--- config.mk ---
export PLATFORM = sky130hd
export DESIGN_NAME = opf_pixel_out
export DESIGN_NICKNAME = d
export VERILOG_FILES = /design/src/rtl/opf_pkg.sv /design/src/rtl/opf_edge.sv /design/src/rtl/opf_pipe.sv /design/src/rtl/opf_fmt.sv /design/src/rtl/opf_pixel_out.sv
export SDC_FILE = /design/constraint.sdc
export NUM_CORES = 1
export LEC_CHECK = 0
export ABC_AREA = 1
export BUFFER_PORTS_ARGS = -buffer_cell sky130_fd_sc_hd__buf_2
export CORE_MARGIN = 5
export CORE_UTILIZATION = 39
export DETAILED_ROUTE_END_ITERATION = 6
export HOLD_SLACK_MARGIN = 0.12
export PLACE_DENSITY_LB_ADDON = 0.25
export SETUP_SLACK_MARGIN = 0.2
export SLEW_MARGIN = 5
export SYNTH_ARGS = -nofsm -noshare
export SYNTH_HDL_FRONTEND = slang
export SYNTH_SLANG_ARGS = --single-unit
--- constraint.sdc ---
create_clock -name clk -period 2 [get_ports clk]
set_input_delay 0.6 -clock clk [delete_from_list [all_inputs] [get_ports clk]]
set_output_delay 0.6 -clock clk [all_outputs]
set_load 0.005 [all_outputs]
--- src/rtl/opf_pkg.sv ---
package opf_pkg;
  localparam int unsigned OPF_CODE_W = 12;
  localparam int unsigned OPF_LAT    = 9;

  // per-pixel side marks carried next to the code
  typedef struct packed {
    logic blank;
    logic clamp;
  } opf_tag_t;
endpackage

--- src/rtl/opf_edge.sv ---
module opf_edge (
  input  logic clk,
  input  logic rst_n,
  input  logic lvl_i,
  input  logic pol_i,
  output logic adv_o
);
  logic act_now;
  logic act_q;
  logic act_d;

  assign act_now = (lvl_i == pol_i);

  // reset as "already active" so no advance fires before a real edge
  always_comb begin
    act_d = act_now;
  end

  always_ff @(posedge clk or negedge rst_n) begin
    if (!rst_n) act_q <= 1'b1;
    else        act_q <= act_d;
  end

  assign adv_o = act_now & ~act_q;
endmodule

--- src/rtl/opf_pipe.sv ---
module opf_pipe
  import opf_pkg::*;
#(
  parameter int unsigned W   = OPF_CODE_W,
  parameter int unsigned LAT = OPF_LAT
) (
  input  logic         clk,
  input  logic         rst_n,
  input  logic         adv_i,
  input  logic [W-1:0] code_i,
  input  opf_tag_t     tag_i,
  output logic [W-1:0] code_o,
  output opf_tag_t     tag_o
);
  localparam int unsigned LAST = LAT - 1;

  logic [W-1:0] code_q [LAT];
  logic [W-1:0] code_d [LAT];
  opf_tag_t     tag_q  [LAT];
  opf_tag_t     tag_d  [LAT];

  for (genvar g = 0; g < LAT; g++) begin : g_stage
    if (g == 0) begin : g_head
      always_comb begin
        code_d[g] = adv_i ? code_i : code_q[g];
        tag_d[g]  = adv_i ? tag_i  : tag_q[g];
      end
    end else begin : g_body
      always_comb begin
        code_d[g] = adv_i ? code_q[g-1] : code_q[g];
        tag_d[g]  = adv_i ? tag_q[g-1]  : tag_q[g];
      end
    end

    always_ff @(posedge clk or negedge rst_n) begin
      if (!rst_n) begin
        code_q[g] <= '0;
        tag_q[g]  <= '0;
      end else begin
        code_q[g] <= code_d[g];
        tag_q[g]  <= tag_d[g];
      end
    end
  end

  assign code_o = code_q[LAST];
  assign tag_o  = tag_q[LAST];
endmodule

--- src/rtl/opf_fmt.sv ---
module opf_fmt
  import opf_pkg::*;
#(
  parameter int unsigned W = OPF_CODE_W
) (
  input  logic [W-1:0] code_i,
  input  opf_tag_t     tag_i,
  input  logic         blank_to_lvl_i,
  input  logic [W-1:0] lvl_i,
  input  logic         gray_i,
  output logic [W-1:0] word_o
);
  logic         kill;
  logic [W-1:0] subst;

  always_comb begin
    // clamp window wins over preblank
    kill  = tag_i.blank & ~tag_i.clamp;
    subst = code_i;
    if (kill) subst = blank_to_lvl_i ? lvl_i : '0;
    word_o = gray_i ? (subst ^ (subst >> 1)) : subst;
  end
endmodule

--- src/rtl/opf_pixel_out.sv ---
module opf_pixel_out
  import opf_pkg::*;
#(
  parameter int unsigned W   = OPF_CODE_W,
  parameter int unsigned LAT = OPF_LAT
) (
  input  logic         clk,
  input  logic         rst_n,
  input  logic         pix_clk_i,
  input  logic [W-1:0] code_i,
  input  logic         preblank_i,
  input  logic         clamp_win_i,
  input  logic         cfg_clk_pol_i,
  input  logic         cfg_blank_pol_i,
  input  logic         cfg_clamp_pol_i,
  input  logic         cfg_blank_to_lvl_i,
  input  logic [W-1:0] cfg_clamp_lvl_i,
  input  logic         cfg_gray_i,
  input  logic         cfg_transparent_i,
  input  logic         cfg_tristate_i,
  output logic [W-1:0] data_o,
  output logic         data_oe_o
);
  logic         adv;
  opf_tag_t     head_tag;
  opf_tag_t     tail_tag;
  logic [W-1:0] tail_code;
  logic         tail_blank;
  logic         tail_clamp;
  logic [W-1:0] fmt_word;
  logic         out_en;
  logic [W-1:0] out_d;
  logic [W-1:0] out_q;

  opf_edge u_edge (
    .clk   (clk),
    .rst_n (rst_n),
    .lvl_i (pix_clk_i),
    .pol_i (cfg_clk_pol_i),
    .adv_o (adv)
  );

  always_comb begin
    head_tag.blank = (preblank_i  == cfg_blank_pol_i);
    head_tag.clamp = (clamp_win_i == cfg_clamp_pol_i);
  end

  opf_pipe #(.W(W), .LAT(LAT)) u_pipe (
    .clk    (clk),
    .rst_n  (rst_n),
    .adv_i  (adv),
    .code_i (code_i),
    .tag_i  (head_tag),
    .code_o (tail_code),
    .tag_o  (tail_tag)
  );

  assign tail_blank = tail_tag.blank;
  assign tail_clamp = tail_tag.clamp;

  opf_fmt #(.W(W)) u_fmt (
    .code_i         (tail_code),
    .tag_i          (tail_tag),
    .blank_to_lvl_i (cfg_blank_to_lvl_i),
    .lvl_i          (cfg_clamp_lvl_i),
    .gray_i         (cfg_gray_i),
    .word_o         (fmt_word)
  );

  // output register: data-clock enable when latched, free-running when transparent
  always_comb begin
    out_en = cfg_transparent_i | adv;
    out_d  = out_en ? fmt_word : out_q;
  end

  always_ff @(posedge clk or negedge rst_n) begin
    if (!rst_n) out_q <= '0;
    else        out_q <= out_d;
  end

  assign data_o    = out_q;
  assign data_oe_o = ~cfg_tristate_i;
endmodule

==> key figures, run 1 <==
Status
  – Outcome: complete, no violations

Timing
  – Fin. max-slew vios: 0
  – WHS: 0.378 ns
  – Ratio of final minimum period to clock period: 0.768
  – Final hold violations: 0
  – RSZ-0062 raised after global routing: no
  – Max transition margin: 0.690
  – Post-Route Setup TNS: 0 ns
  – Clk_skew: 0.00733 ns
  – Peak Freq: 651 MHz
  – Post-route minimum period: 1.54 ns
  – Slew @ Worst Pin: 0.466 ns
  – Final Setup Violations: 0

Setup path
  – CP max FO: 2
  – Worst setup EP type: primary output
  – Critical-path top delay cell: dfrtp_1
  – Critical Path AT: 0.94 ns
  – Crit path largest cell delay: 0.39 ns
  – Critical path startpoint category: register
  – Worst path cell trace: buf_2
  – Crit path kind: reg -> out
  – Worst Path Buf+Inv: 1
  – Worst Path Required: 1.40 ns
  – Top delay family on crit path: flip-flops

CTS
  – CTS resizes: 0
  – Skew-Pair Late Insertion Delay: 0.42 ns
  – Post-CTS setup buffer count: 0
  – CTS sink cnt: 139
  – Clk slew on worst S/H paths: 0.06 ns
  – Htree depth: 4
  – Hold-fix buffers, CTS: 1
  – Num CTS Buffers: 17
  – CTS tree: done
  – Clock buffer depth: 2
  – Root Buffer: clkbuf_16

Logic synthesis
  – Syn avg cell area: 8.31 um^2
  – Seq/Total Area, Yosys: 0.597
  – YS warnings: 0
  – Post-synth cell types: 19
  – Largest cells by area after synthesis: dfrtp_1, nand2_1, inv_1
  – Synth Instances: 701
  – Post-Syn Nets: 737
  – Mapped Area: 5820 um^2
  – Most area-hungry cell type in the Yosys netlist: dfrtp_1
  – Register bit total from synthesis: 139
  – Top cell type's share of synthesized area: 0.593

Finish
  – Utilization after layout: 0.474
  – Commonest non-fill, non-tap cells in the layout: nand2_1, dfrtp_1, inv_1
  – Area delta synth->final: 18.8%
  – Layout cell share with drive strength beyond 1: 0.127
  – Diodes inserted: 0
  – Most common cell after layout, fill and taps aside: nand2_1
  – NumNets Final: 782

Detailed routing
  – Via count: 4358
  – Total wire length: 10700 um
  – 1st-iter DRT viols: 232
  – # DRC: 0
  – ANT nets after route: 0
  – Pre-Repair DR Iteration Count: 4
  – Routed len/inst: 11.4 um
  – Vias per cell: 4.63

Job
  – Max_cap viols: 0

Power and ir drop
  – Peak supply drop: 0.831 mV
  – Power per Cell Area: 1430 nW/um^2
  – Cell leakage power: 0.00370 uW

Floorplan
  – Die ar.: 17500 um^2
  – Die width: 132 um
  – Initial Utilization: 0.399
  – Ports: 49
  – Die Y: 132 um
  – CORE AREA: 14600 um^2
  – Row cnt: 44

Global routing
  – Initial antenna violation count: 0
  – Remaining global-route overflow: 0
  – Vias in the first global route: 4397
  – First-pass GRT wire length: 19300 um
  – Total GRT Usage: 0.131
  – Largest net degree at the start of global routing: 116

Placement
  – Port Buffers: 48
  – Hpwl dp: 6970 um
  – Routability cong.: 0.799

Worst hold path
  – Hold Crit Class: in -> reg
## cell type report
class / count / area (um^2)
Clock buffer: 17 / 425
Fill cell: 1403 / 7670
Timing Repair Buffer: 62 / 429
Multi-Input combinational cell: 470 / 1920
Inverter: 56 / 211
Tap cell: 184 / 230
Sequential cell: 139 / 3480
Clock inverter: 14 / 219
## sequential cells by signal, summed over array words and instances (netlist names)
signal         cells
u_pipe.tag_q      16
data_o            12
u_edge.act_q       1
u_pipe.code_o     12
u_pipe.tag_o       2
u_pipe.code_q     96
## routing by layer
metal / track usage / vias up / part of all wire
met3: 0.0378 / 22 / 0.032
met4: 0.0650 / 0 / 0.024
li1: - / 2237 / -
met5: 0 / - / 0
met1: 0.159 / 2030 / 0.47
met2: 0.215 / 69 / 0.48
## path summary, 6_finish.rpt
path | slack [ns] | cells past startpoint | end | start
max reg2reg | 0.60 | 6 | u_pipe.code_q[55]$_DFFE_PN0P_ | u_edge.act_q$_DFF_PN1_
min in group asynchronous | 0.65 | 2 | data_o[4]$_DFFE_PN0P_ | rst_n
min reg2reg | 0.47 | 2 | u_pipe.code_q[23]$_DFFE_PN0P_ | u_pipe.code_q[35]$_DFFE_PN0P_
max | 0.46 | 1 | data_o[1] | data_o[1]$_DFFE_PN0P_
min | 0.38 | 2 | u_edge.act_q$_DFF_PN1_ | pix_clk_i
max in group asynchronous | 0.79 | 3 | u_pipe.code_q[64]$_DFFE_PN0P_ | rst_n
## stage by stage
stage / std cells / area [um^2] / setup WS, ns / total power [uW]
2_1_floorplan: 701 / 5820 / 0.564 / 5890
3_5_place_dp: 910 / 6260 / 0.245 / 6580
4_1_cts: 942 / 6920 / 0.439 / 10000
3_3_place_gp: 910 / 6260 / 0.296 / 6450
6_report: 942 / 6920 / 0.463 / 9910
5_1_grt: 942 / 6920 / 0.419 / 10600
## where the power goes
part           switching, uW  internal, uW  leakage (uW)
registers                472          3820       0.00182
clock network           1200          2210      0.000298
logic                   1350           860       0.00158
total                   3020          6890       0.00370
## cells by family (layout without fill, tap and decap cells)
kind of cell	Yosys count	in the layout	synth area share
AO/OA/AOI/OAI	68	68	0.0584
AND/OR/NAND/NOR	399	399	0.266
XOR/XNOR	3	3	0.00580
flip-flops	139	139	0.597
buffers and inverters	92	149	0.0724
## cell usage after synthesis (all sizes together)
master / count
nand2: 362
a21oi: 1
dfrtp: 138
nor2: 3
clkbuf: 7
inv: 56
nand3: 33
buf: 29
xor2: 2
dfstp: 1
xnor2: 1
nand4: 1
o21ai: 67
Note: power is estimated with default switching activity, not from simulation.
==> inputs of run 2 (changes only) <==
--- a/config.mk
+++ b/config.mk
@@ -5,7 +5,7 @@
 export SDC_FILE = /design/constraint.sdc
 export NUM_CORES = 1
 export LEC_CHECK = 0
-export ABC_AREA = 1
+export ABC_AREA = 0
 export BUFFER_PORTS_ARGS = -buffer_cell sky130_fd_sc_hd__buf_2
 export CORE_MARGIN = 5
 export CORE_UTILIZATION = 39
==> constraint.sdc (replaced) <==
create_clock -name clk -period 1.5 [get_ports clk]
set_input_delay 0.45 -clock clk [delete_from_list [all_inputs] [get_ports clk]]
set_output_delay 0.45 -clock clk [all_outputs]
set_load 0.005 [all_outputs]
==> key figures, run 2 <==
Timing
  – Slew @ Worst Pin: 0.333 ns (-0.133 ns)
  – Final hold violations: 0 (unchanged)
  – Post-route minimum period: 1.41 ns
  – Fin. max-slew vios: 0 (unchanged)
  – Ratio of final minimum period to clock period: 0.939
  – Clk_skew: 0.00503 ns (-0.00231 ns)
  – RSZ-0062 raised after global routing: yes
  – Final Setup Violations: 0 (unchanged)
  – Max transition margin: 0.778 (+0.0887)
  – Peak Freq: 710 MHz
  – WHS: 0.271 ns (-0.107 ns)
  – Post-Route Setup TNS: 0 ns (unchanged)

Logic synthesis
  – Adder-cell share of the synthesized area: 0 (unchanged)
  – Main combinational cell family by area after synthesis: multiplexers
  – Commonest cells post-synth: dfrtp_1, mux2_4, nand2_1, o21ai_0, nand3_1
  – Top_reg_cell synth: dfrtp_1
  – Post-Syn Nets: 443 (-40%)
  – Syn avg cell area: 14.9 um^2 (+80%)
  – Simple-gate area share of the yosys netlist: 0.0504 (-0.216)
  – Top-count cell post-synth: dfrtp_1
  – Top cell type's share of synthesized area: 0.568 (-0.0249)
  – XOR/XNOR share of the synthesized area: 0.00556 (-0.000244)
  – Seq/Total Area, Yosys: 0.572 (-0.0251)
  – Mapped Area: 6080 um^2 (+4.4%)
  – Synth async-reset ratio: 1.00 (unchanged)
  – Most area-hungry cell type in the Yosys netlist: dfrtp_1
  – EDFF count, synth: 0 (unchanged)
  – Mux share of post-synthesis cell area: 0.293 (+0.293)
  – Register bit total from synthesis: 139 (unchanged)
  – Synth Instances: 407 (-42%)
  – Post-synth cell types: 32 (+13)
  – YS warnings: 0 (unchanged)
  – Compound-Gate Fraction of Synth Area: 0.0381 (-0.0204)
  – Largest cells by area after synthesis: dfrtp_1, mux2_4, mux2_2

Setup path
  – Worst setup EP type: register
  – Top delay family on crit path: flip-flops
  – Worst path cell trace: nor2b_4 -> buf_12 -> mux2i_4 -> a21oi_1 -> o31ai_1
  – Critical Path AT: 1.72 ns (+0.78 ns)
  – Register-to-Register Setup Slack: 0.09 ns (-0.51 ns)
  – Crit path largest cell delay: 0.45 ns (+0.06 ns)
  – CP max FO: 12 (+10)
  – Worst setup endpoint: data_o[2]$_DFFE_PN0P_
  – Worst Path Required: 1.81 ns (+0.41 ns)
  – Critical path depth: 5 (+4)
  – Critical R2R Capture: data_o[2]$_DFFE_PN0P_
  – Reg2reg start: u_pipe.tag_o[0]$_DFFE_PN0P_
  – Worst Path Buf+Inv: 1 (unchanged)
  – Crit path kind: reg -> reg
  – Critical-path top delay cell: dfrtp_2
  – Critical path startpoint category: register
  – Crit. Startpoint: u_pipe.tag_o[0]$_DFFE_PN0P_
  – Worst R2R Path Depth: 5 (-1)

Floorplan
  – Die ar.: 18200 um^2 (+4.0%)
  – Die width: 135 um (+2.0%)
  – Ports: 49 (unchanged)
  – Row cnt: 45 (+2.3%)
  – Initial Utilization: 0.398 (-0.000786)
  – CORE AREA: 15300 um^2 (+4.6%)
  – Die Y: 135 um (+2.0%)

Global routing
  – Most used routing layer: met2
  – Initial antenna violation count: 0 (unchanged)
  – Remaining global-route overflow: 0 (unchanged)
  – Met2 usage: 0.193 (-0.0224)
  – Met1 Use GR: 0.166 (+0.00713)
  – Met3 Use GR: 0.0380 (+0.000217)
  – Total GRT Usage: 0.124 (-0.00756)
  – Vias in the first global route: 3622 (-18%)
  – First-pass GRT wire length: 18100 um (-5.8%)
  – Largest net degree at the start of global routing: 36 (-69%)

Detailed routing
  – Via count: 3477 (-20%)
  – Routed len/inst: 14.8 um (+30%)
  – Total wire length: 11000 um (+2.0%)
  – 1st-iter DRT viols: 130 (-44%)
  – Pre-Repair DR Iteration Count: 4 (unchanged)
  – # DRC: 0 (unchanged)
  – Vias per cell: 4.70 (+1.6%)
  – ANT nets after route: 0 (unchanged)

Placement
  – Dpl cell area: 6880 um^2 (+9.8%)
  – Hpwl dp: 7140 um (+2.5%)
  – Routability cong.: 0.871 (+9.0%)
  – Port Buffers: 48 (unchanged)

Power and ir drop
  – Cell Int Power: 11600 uW (+69%)
  – NetSw: 4120 uW (+36%)
  – Sw frac: 0.261 (-0.0434)
  – Reg power frac: 0.419 (-0.014)
  – Power per Cell Area: 1960 nW/um^2 (+37%)
  – Logic pwr share: 0.303 (+0.080)
  – Clk network pwr share: 0.277 (-0.067)
  – Peak supply drop: 0.939 mV (+13%)
  – Cell leakage power: 0.00380 uW (+2.7%)

Job
  – Max_cap viols: 0 (unchanged)

Finish
  – Layout cell share with drive strength beyond 1: 0.548 (+0.422)
  – Most flop-heavy register: u_pipe.code_q
  – Most common cell after layout, fill and taps aside: dfrtp_1
  – Utilization after layout: 0.526 (+0.0514)
  – Max reg flops: 96 (unchanged)
  – Regs by FF count: u_pipe.code_q x96, u_pipe.tag_q x16
  – Commonest non-fill, non-tap cells in the layout: dfrtp_1, mux2_4, buf_2
  – Post-route cell area: 8020 um^2 (+16%)
  – NumNets Final: 553 (-29%)
  – Diodes inserted: 0 (unchanged)
  – Area delta synth->final: 31.9%
  – Fillers: 1269 (-9.6%)

CTS
  – Skew-Pair Late Insertion Delay: 0.40 ns (-0.02 ns)
  – CTS sink cnt: 139 (unchanged)
  – CTS tree: done
  – Htree depth: 4 (unchanged)
  – Clk slew on worst S/H paths: 0.06 ns (about the same)
  – Clock buffer depth: 2 (unchanged)
  – Num CTS Buffers: 17 (unchanged)
  – Root Buffer: clkbuf_16

Status
  – Outcome: complete, no violations

Worst hold path
  – Hold Crit Class: in -> reg
[run 2: cell count changes in the layout (fill, tap and decap cells not counted), sizes merged, moves of 16 or more]
cell,delta
nand2,-330
buf,+46
mux2,+116
inv,-44
nand3,-16
o21ai,-45
[run 2: worst min-delay path by stage]
stage / from / endpoint / slack, ns / cells past startpoint
final: code_i[0] / u_pipe.code_q[96]$_DFFE_PN0P_ / 0.27 / 2
after global routing: code_i[0] / u_pipe.code_q[96]$_DFFE_PN0P_ / 0.26 / 2
after CTS: code_i[0] / u_pipe.code_q[96]$_DFFE_PN0P_ / 0.25 / 2
after detailed placement: rst_n / u_pipe.tag_q[12]$_DFFE_PN0P_ / 0.37 / 1
after global placement: rst_n / u_pipe.tag_q[14]$_DFFE_PN0P_ / 0.37 / 1
after floorplan: rst_n / data_o[0]$_DFFE_PN0P_ / 0.15 / 0
[run 2: cell families after synthesis]
logic type	after synthesis
and+or+nand+nor	63
xor gates and xnor gates	3
DFF	139
buffers and inverters	36
muxes	126
AOI/OAI and AO/OA	40
[run 2: routing by layer]
layer / wire length [um] / vias to the layer above
met5: 0 / -
met4: 142 / 0
met3: 571 / 12
met2: 5140 / 77
met1: 5110 / 1729
li1: - / 1659
[run 2: what timing repair did]
item / in CTS / in global routing
hold buffers: 1 / 0
gates resized for setup: 6 / 58
setup buffers: 16 / 9
endpoints found under the setup margin: 143 / 146
hold endpoints to repair: 26 / 0
pin swaps: 1 / 8
cloned: 0 / 6
[run 2: area by class of cell]
cell class	count	area, um^2	share of cell area
Inverter	14	52.6	0.00655
Clock buffer	19	453	0.0565
Tap cell	211	264	0.0329
Multi-Input combinational cell	232	2540	0.317
Sequential cell	139	3480	0.434
Timing Repair Buffer	113	1060	0.132
Clock inverter	12	171	0.0214
[run 2: metrics by stage]
step / cells / total power [uW] / setup slack (ns)
after floorplan: 407 / 9580 / -0.0240
after global placement: 677 / 10500 / -0.225
after detailed placement: 677 / 10700 / -0.239
after CTS: 725 / 15500 / 0.0730
after global routing: 740 / 16600 / 0.0277
final: 740 / 15800 / 0.0911
[run 2: power by group through the flow]
stage | Sequential (uW) | Clock, uW | Combinational (uW)
CTS | 6600 | 4470 | 4400
finish | 6600 | 4370 | 4780
global route | 6820 | 4680 | 5150
detailed placement | 6640 | 0 | 4090
floorplan | 6260 | 0 | 3320
global placement | 6550 | 0 | 3990
==> inputs of run 3 (changes only) <==
==> constraint.sdc (replaced) <==
create_clock -name clk -period 1.5 [get_ports clk]
set_input_delay 0.3 -clock clk [delete_from_list [all_inputs] [get_ports clk]]
set_output_delay 0.3 -clock clk [all_outputs]
set_load 0.005 [all_outputs]
==> key figures, run 3 (synthesized netlist as in run 2, its figures left out) <==
Timing
  – Final Setup Violations: 0 (unchanged)
  – Final WS setup: 0.0340 ns (-0.0570 ns)
  – Ratio of final minimum period to clock period: 0.977 (+0.0380)
  – Final hold violations: 0 (unchanged)
  – Peak Freq: 682 MHz (-3.9%)
  – Post-route minimum period: 1.47 ns (+0.0570 ns)
  – Clk_skew: 0.00692 ns (+0.00189 ns)
  – Slew @ Worst Pin: 0.359 ns (+0.0262 ns)
  – Max transition margin: 0.761 (-0.0174)
  – Fin. max-slew vios: 0 (unchanged)
  – RSZ-0062 raised after global routing: yes

Finish
  – Area delta synth->final: 34.4%
  – Post-Layout Cell Count: 742 (+0.27%)
  – Most flop-heavy register: u_pipe.code_q
  – Max reg flops: 96 (unchanged)
  – Diodes inserted: 0 (unchanged)
  – Commonest non-fill, non-tap cells in the layout: dfrtp_1, mux2_4, buf_2
  – Most common cell after layout, fill and taps aside: dfrtp_1
  – NumNets Final: 554 (+0.18%)
  – Regs by FF count: u_pipe.code_q x96, u_pipe.tag_q x16
  – Utilization after layout: 0.536 (+0.0100)
  – Layout cell share with drive strength beyond 1: 0.512 (-0.0360)

Detailed routing
  – Via count: 3479 (+0.058%)
  – # DRC: 0 (unchanged)
  – Pre-Repair DR Iteration Count: 4 (unchanged)
  – ANT nets after route: 0 (unchanged)
  – Routed len/inst: 14.7 um (-0.66%)
  – 1st-iter DRT viols: 153 (+18%)
  – Vias per cell: 4.69 (-0.21%)
  – Total wire length: 10900 um (-0.39%)

Setup path
  – Crit path kind: reg -> reg
  – Worst Path Buf+Inv: 3 (+2)
  – Top delay family on crit path: flip-flops
  – Worst Path Required: 1.79 ns (-0.02 ns)
  – Critical Path AT: 1.76 ns (+0.04 ns)
  – Crit path largest cell delay: 0.55 ns (+0.10 ns)
  – Critical path startpoint category: register
  – Critical-path top delay cell: dfstp_2
  – Worst setup EP type: register
  – CP max FO: 8 (-4)
  – Worst path cell trace: nor2_4 -> buf_12 -> clkbuf_16 -> buf_16 -> mux2_4

CTS
  – CTS sink cnt: 139 (unchanged)
  – Htree depth: 4 (unchanged)
  – Num CTS Buffers: 17 (unchanged)
  – Root Buffer: clkbuf_16
  – CTS tree: done
  – Clk slew on worst S/H paths: 0.05 ns (about the same)
  – Clock buffer depth: 2 (unchanged)
  – Skew-Pair Late Insertion Delay: 0.41 ns (about the same)

Power and ir drop
  – Cell leakage power: 0.00382 uW (+0.62%)
  – Peak supply drop: 1.13 mV (+21%)
  – Pwr Total: 15200 uW (-3.6%)
  – Power per Cell Area: 1860 nW/um^2 (-5.4%)

Placement
  – Port Buffers: 48 (unchanged)
  – Placed instance count: 674 (-0.44%)
  – Hpwl dp: 6670 um (-6.5%)
  – Routability cong.: 0.852 (-2.2%)
  – Pre-CTS WS: -0.0871 ns (+0.152 ns)

Global routing
  – Remaining global-route overflow: 0 (unchanged)
  – Total GRT Usage: 0.118 (-0.00625)
  – Initial antenna violation count: 0 (unchanged)
  – First-pass GRT wire length: 17200 um (-5.1%)
  – Vias in the first global route: 3568 (-1.5%)
  – Largest net degree at the start of global routing: 35 (-2.8%)

Floorplan
  – Initial Utilization: 0.398 (unchanged)
  – Row cnt: 45 (unchanged)
  – Die width: 135 um (unchanged)
  – Ports: 49 (unchanged)
  – Die Y: 135 um (unchanged)
  – CORE AREA: 15300 um^2 (unchanged)
  – Die ar.: 18200 um^2 (unchanged)

Worst hold path
  – Hold Crit Class: in -> reg

Job
  – Max_cap viols: 0 (unchanged)

Status
  – Outcome: complete, no violations
[run 3: cell types whose count changed in the layout (fill, tap and decap cells not counted), moves of 4 or more]
cell	previous run	this run
buf_16	0	4
nand2_2	8	4
clkbuf_16	22	29
buf_6	5	10
clkbuf_1	0	4
buf_4	35	10
nand2_1	21	26
dlygate4sd3_1	1	13
[run 3: what timing repair did]
action	in CTS	in global routing
resized for setup	14	63
cloned	1	12
pin swaps	1	12
setup endpoints to repair	125	128
endpoints found under the hold margin	135	0
hold buffers	13	0
setup buffers	3	7
[run 3: final cells by class]
cell class,instances,area [um^2]
Multi-Input combinational cell,232,2520
Clock buffer,26,509
Fill cell,1229,7090
Tap cell,211,264
Inverter,14,52.6
Sequential cell,139,3480
Timing Repair Buffer,114,1290
Clock inverter,6,60.1
[run 3: stage by stage]
| step | cell area, um^2 | setup TNS [ns] | hold WS, ns |
|---|---|---|---|
| finish | 8170 | 0 | 0.203 |
| global placement | 6820 | -3.97 | 0.215 |
| detailed placement | 6820 | -3.98 | 0.221 |
| global route | 8170 | -0.00712 | 0.230 |
| CTS | 7610 | 0 | 0.209 |
| floorplan | 6130 | 0 | 0.00441 |
[run 3: per-layer routing]
| layer | vias up | track usage | wire length (um) |
|---|---|---|---|
| met5 | - | 0 | 0 |
| met4 | 0 | 0.0498 | 154 |
| met3 | 15 | 0.0391 | 541 |
| met2 | 78 | 0.176 | 5130 |
| met1 | 1721 | 0.157 | 5090 |
| li1 | 1665 | - | - |
[run 3: tightest hold or removal path, cell delays in order]
cell and delay [ns]:
buf_2 0.09, nand3_1 0.06, nand3_1 0.07, o21ai_1 0.05
[run 3: final timing paths]
check | startpoint | endpoint | slack [ns] | depth (start not counted)
worst min-delay path | cfg_clamp_lvl_i[11] | data_o[10]$_DFFE_PN0P_ | 0.20 | 4
min in group asynchronous | rst_n | u_pipe.code_q[100]$_DFFE_PN0P_ | 0.35 | 2
worst max-delay path | u_edge.act_q$_DFF_PN1_ | u_pipe.code_q[105]$_DFFE_PN0P_ | 0.03 | 5
worst min register to register | data_o[8]$_DFFE_PN0P_ | data_o[8]$_DFFE_PN0P_ | 0.47 | 2
worst max register to register | u_edge.act_q$_DFF_PN1_ | u_pipe.code_q[105]$_DFFE_PN0P_ | 0.03 | 5
max in group asynchronous | rst_n | u_pipe.tag_q[6]$_DFFE_PN0P_ | 0.60 | 3
[run 3: power breakdown]
part | leakage (uW) | internal, uW | switching [uW]
combinational | 0.00186 | 3200 | 1460
sequential | 0.00168 | 5500 | 1060
clock | 0.000276 | 2490 | 1470
